<file path="src/rtl/ondelay_latch_timer.sv">
module ondelay_latch_timer #(
  parameter int CNT_W = 16
) (
  input  logic             clk,
  input  logic             rst_n,
  input  logic             tick,
  input  logic             trig,
  input  logic             clr,
  input  logic [CNT_W-1:0] dur,
  input  logic             retain,
  input  logic             pwr_restore,
  output logic             q
);

  logic [CNT_W-1:0] elapsed;
  logic             running;
  logic             q_r;
  logic             trig_q;

  wire             wipe     = clr | (pwr_restore & ~retain);
  wire             start    = trig & ~trig_q & ~running & ~q_r;
  wire [CNT_W:0]   next_cnt = {1'b0, elapsed} + (CNT_W+1)'(1);
  wire             expire   = next_cnt >= {1'b0, dur};

  always_ff @(posedge clk or negedge rst_n) begin
    if (!rst_n) begin
      elapsed <= '0;
      running <= 1'b0;
      q_r     <= 1'b0;
      trig_q  <= 1'b0;
    end else begin
      trig_q <= trig;
      if (wipe) begin
        elapsed <= '0;
        running <= 1'b0;
        q_r     <= 1'b0;
      end else if (start) begin
        elapsed <= '0;
        running <= 1'b1;
      end else if (running && tick) begin
        if (expire) begin
          q_r     <= 1'b1;
          running <= 1'b0;
          elapsed <= '0;
        end else begin
          elapsed <= next_cnt[CNT_W-1:0];
        end
      end
    end
  end

  assign q = q_r;

endmodule

</file>
<file path="config.mk">
export PLATFORM = sky130hd
export DESIGN_NAME = ondelay_latch_timer
export DESIGN_NICKNAME = d
export VERILOG_FILES = /design/src/rtl/ondelay_latch_timer.sv
export SDC_FILE = /design/constraint.sdc
export NUM_CORES = 1
export LEC_CHECK = 0
export CAP_MARGIN = 40
export CORE_MARGIN = 8
export CORE_UTILIZATION = 58
export DETAILED_ROUTE_END_ITERATION = 8
export DONT_BUFFER_PORTS = 1
export HOLD_SLACK_MARGIN = 0.08
export PLACE_DENSITY = 0.84
export SYNTH_ARGS = -nofsm -noshare
export SYNTH_HDL_FRONTEND = slang
export SYNTH_SLANG_ARGS = --single-unit
export TNS_END_PERCENT = 10
</file>
<file path="constraint.sdc">
create_clock -name clk -period 3.8 [get_ports clk]
set_clock_uncertainty 0.2 [all_clocks]
set_input_delay 0.38 -clock clk [delete_from_list [all_inputs] [get_ports clk]]
set_output_delay 0.38 -clock clk [all_outputs]
set_load 0.01 [all_outputs]
</file>
**After elaboration in Yosys (flattened, before gate mapping)**

Cells that the tools add are included.

- Bits in registers: 19
- Output and inout bits: 1
- Word-level logic and storage cells: 35

- Add/subtract/negate cells: 1
- Magnitude comparators: 1
- Equality and inequality tests: 1
- Multiplexer cells: 12
- Bitwise logic cells: 9
- Reductions and logical operators: 7

Operators with widths:

| cell | count |
|---|---|
| 16-bit 2-to-1 mux | 4 |
| 16-bit by 1-bit adder with 17-bit output, second input constant | 1 |
| 17-bit by 16-bit greater-or-equal comparator with 1-bit output | 1 |
| 1-bit 2-to-1 mux | 8 |
| 3-bit nonzero test | 2 |
| 1-bit bitwise AND | 4 |
| 1-bit NOT | 4 |
| 2-bit nonzero test | 2 |
| 3-bit AND reduction | 1 |
| 2-bit inequality test, second input constant | 1 |
| 2-bit AND reduction | 1 |
| 1-bit logical AND | 1 |
| 1-bit bitwise OR | 1 |

**Longest topological paths before layout**

- Depth after elaboration: 6
- Mapped depth: 13

**Worst setup path after synthesis**

OpenSTA, ideal clock, no wires.

- Kind: register -> register
- Start: register elapsed[5]
- End: register elapsed[12]
- Library setup time: 0.069 ns
- Data arrival time: 3.001 ns
- Setup slack: 0.530 ns
- Stages on the path, launching flop included: 14
- Path buffers: 2
- Period minus slack after synthesis: 3.270 ns
- Cell sequence: dfrtp_1 -> buf_2 -> and3_1 -> nand4_1 -> or2_2 -> xnor2_1 -> ha_1 -> and3_1 -> a221oi_1 -> o22ai_1 -> a2111oi_4 -> buf_4 -> nand4_1 -> nand3_1

- Word-level cells in the longest chain between the ends: 6

RTL lines:

| what | RTL line | source |
|---|---|---|
| from (decl) | 15 | `logic [CNT_W-1:0] elapsed;` |
| from (signal assigned) | 46 | `elapsed <= next_cnt[CNT_W-1:0];` |
| 16-bit by 1-bit adder with 17-bit output * | 22 | `wire [CNT_W:0] next_cnt = {1'b0, elapsed} + (CNT_W+1)'(1);` |
| 17-bit by 16-bit greater-or-equal comparator with 1-bit output | 23 | `wire expire = next_cnt >= {1'b0, dur};` |
| 16-bit 2-to-1 mux * | 41 | `if (expire) begin` |
| 16-bit 2-to-1 mux * | 40 | `end else if (running && tick) begin` |
| 16-bit 2-to-1 mux * | 37 | `end else if (start) begin` |
| 16-bit 2-to-1 mux * | 33 | `if (wipe) begin` |

Every way passes the cells marked *; elsewhere a longest branch is shown, timed or not. The select of a mux whose other input is x is not followed.
A chain may end at the register's enable or synchronous reset.

**Worst setup path after layout**

- Start: register elapsed[0]
- End: register elapsed[0]

The elaborated chain is that of the path after synthesis.

==> flow_summary.json <==
{
  "p_seq_share_pct": 58.0,
  "synthTopCellsByCount": "nand2_1, nand3_1, inv_1",
  "synth_area_per_cell_um2": 8.085,
  "top_usage_layer": "met2",
  "swShare_pct": 26.83,
  "synth.area.top_cells": "dfrtp_1, ha_1, nand3_1",
  "p_clk_share_pct": 30.0,
  "grt_first_pass_wirelength_mm": 6.072,
  "relSlewSlack_pct": 54.02,
  "cp-start-kind": "register",
  "finalPower_w": 0.0003535,
  "drc_errors": 0,
  "place_congestion": 0.9431,
  "clkSinkCount": 19,
  "initial_core_util_pct": 59.21,
  "cts_buffer_depth": 2,
  "drv_slew": 0,
  "grt_pass1_vias": 1430,
  "drtIter0Drc": 88,
  "drive_gt1_share_pct": 9.901,
  "wl_per_cell_um": 15.74,
  "synth_most_common_cell": "nand2_1",
  "maxCapViolCount": 0,
  "fin_crit_ns": 3.505,
  "setup_slack_ns": 0.2949,
  "grt_use_met1_pct": 19.92,
  "required_ns": 3.81,
  "synthCells": 195,
  "combPwrFrac_pct": 12.0,
  "use_met2_pct": 27.78,
  "antenna_found_initial": 0,
  "crit_type": "register to register",
  "yosys.area.top_type": "dfrtp_1",
  "nNetsFinal": 243,
  "antenna_left": 0,
  "num-fill-cells": 225,
  "grt_max_degree": 25,
  "dr.pass1.iters": 4,
  "finalSetupTns_ns": 0,
  "stdcell_count": 233,
  "tightest_slew_ns": 0.6897,
  "antenna_cells": 0,
  "max_stage_delay_ns": 0.43,
  "cts_root_buf": "clkbuf_4",
  "synth-edff-count": 0,
  "clock_latency_ns": 0.30,
  "die-area_um2": 4642,
  "status": "finished, final reports clean",
  "crit_slowest_cell": "dfrtp_2",
  "core.rowCount": 19,
  "synth_cell_types": 34,
  "area_delta_synth_final_pct": 8.571,
  "clk_pin_slew_ns": 0.11,
  "ir_worst_vdd_mv": 0.2439,
  "yosysSeqAreaShare_pct": 30.16,
  "syn_area_um2": 1577,
  "via_count": 1509,
  "die_h_um": 68.14,
  "p_leak_nw": 0.8405,
  "synthArstFlopShare_pct": 100.0,
  "pwr_density_cell_nw_per_um2": 206.5,
  "cts.htree.levels": 1,
  "grt-ovfl-total": 0,
  "worst_hold_path_type": "primary input to register",
  "tritoncts": "built",
  "worstPathArrival_ns": 3.52,
  "synth_ff_type": "dfrtp_1",
  "core_um2": 2663,
  "cp_max_fo": 12,
  "io_pins": 24,
  "path_cells": "ha_1 -> and4_1 -> nand4_1 -> xnor2_1 -> ha_1 -> and3_1 -> a221oi_1 -> o22ai_1 -> a2111oi_4 -> buf_6 -> nand2_1 -> o31ai_1",
  "fin_util_pct": 64.29,
  "p_int_w": 0.0002587,
  "setup_violations": 0,
  "synth_seq_cells": 19,
  "gr-usage-all-layers_pct": 16.69,
  "dp_hpwl_mm": 2.783,
  "rsz0062_at_grt": "no",
  "vias_per_cell": 6.476,
  "drt_wl_total_mm": 3.668,
  "fp.dieW_um": 68.14,
  "crit_top_cell": "ha_1",
  "gr-usage-met3_pct": 3.437,
  "synth_nets": 235,
  "yosysWarnings": 0,
  "finalCritPeriodShare_pct": 92.24,
  "hold_viol": 0,
  "cts_buffers": 3,
  "switchingPower_w": 0.00009483,
  "netlist.area_leader.share_pct": 30.16,
  "preCtsSetupSlack_ns": 0.1667,
  "placed_cells": 221,
  "worstSetupEndpointType": "register",
  "io_buffers": 0,
  "fmax_mhz": 285.3
}
-- cells by family (layout without fill, tap and decap cells) --
group	after synthesis	count (layout)	share of synthesized area, %
AO/OA/AOI/OAI	34	34	14.52
multiplexers	1	1	0.6349
adder cells (fa/ha/maj)	17	17	13.49
buffers and inverters	28	35	7.460
XOR/XNOR	14	14	7.778
AND/OR/NAND/NOR	82	82	25.95
flip-flops	19	19	30.16
-- path summary, 6_finish.rpt --
path,from,cells after the start,to,slack [ns]
max,elapsed[0]$_DFFE_PN0P_,12,elapsed[0]$_DFFE_PN0P_,0.29
min,tick,2,elapsed[0]$_DFFE_PN0P_,0.10
max reg2reg,elapsed[0]$_DFFE_PN0P_,12,elapsed[0]$_DFFE_PN0P_,0.29
min reg2reg,elapsed[0]$_DFFE_PN0P_,1,elapsed[0]$_DFFE_PN0P_,0.35
max in group asynchronous,rst_n,2,elapsed[9]$_DFFE_PN0P_,2.86
min in group asynchronous,rst_n,1,elapsed[6]$_DFFE_PN0P_,0.15
-- power groups by stage --
stage	Sequential, W	Clock, W	Combinational, W
after floorplan	0.000209	0	0.0000246
after global placement	0.000209	0	0.0000294
after detailed placement	0.000209	0	0.0000328
after CTS	0.000205	0.000107	0.0000401
after global routing	0.000206	0.000116	0.0000481
final	0.000205	0.000106	0.0000424
-- critical path: cells and delay by family, from the launching register on --
family	cells	cell delay, ns
buffers and inverters	1	0.21
DFF	1	0.43
and+or+nand+nor	4	0.80
xor gates and xnor gates	1	0.19
adders and majority gates	2	0.56
AOI/OAI and AO/OA	4	1.01
-- through the flow --
| stage | cell area, um^2 | hold WS [ns] |
|---|---|---|
| 2_1_floorplan | 1577 | -0.1156 |
| 3_3_place_gp | 1588 | -0.1149 |
| 3_5_place_dp | 1595 | -0.1151 |
| 4_1_cts | 1663 | 0.08297 |
| 5_1_grt | 1712 | 0.08791 |
| 6_report | 1712 | 0.1004 |
-- final cells by class --
class	count	area [um^2]	share of cell area, %
Multi-Input combinational cell	148	987.2	57.68
Clock buffer	3	22.52	1.316
Sequential cell	19	481.7	28.14
Clock inverter	1	5.005	0.2924
Tap cell	31	38.79	2.266
Inverter	20	75.07	4.386
Timing Repair Buffer	11	101.3	5.921
-- placed cells by master, fill, tap and decap left out, types with 2 or more instances in the layout --
cell	count
dlygate4sd3_1	4
o21ai_0	3
nor2_1	10
inv_1	20
xnor2_1	12
and4_1	4
nand3_1	22
nand2b_1	2
nand4_1	13
clkbuf_4	3
and3_1	2
xor2_1	2
ha_1	17
buf_4	4
a21o_1	4
a31oi_1	4
dfrtp_1	14
o21ai_1	6
a21oi_1	8
dfrtp_2	5
nand2_1	24
o22ai_1	2
-- state kept, by name, indices dropped and copies added (netlist names) --
signal	flops
elapsed	16
q	1
running	1
trig_q	1
-- routing by layer --
layer | wire length [um] | share of wire, %
met1 | 1546 | 42
met2 | 1716 | 47
met4 | 127 | 3.5
met5 | 0 | 0
met3 | 277 | 7.6
-- what timing repair did --
item	4_1_cts	5_1_grt
hold buffers	4	0
endpoints found under the hold margin	22	0
endpoints found under the setup margin	0	17
setup buffers	0	2
resized for setup	0	8
Power figures use the tool's default switching activity.
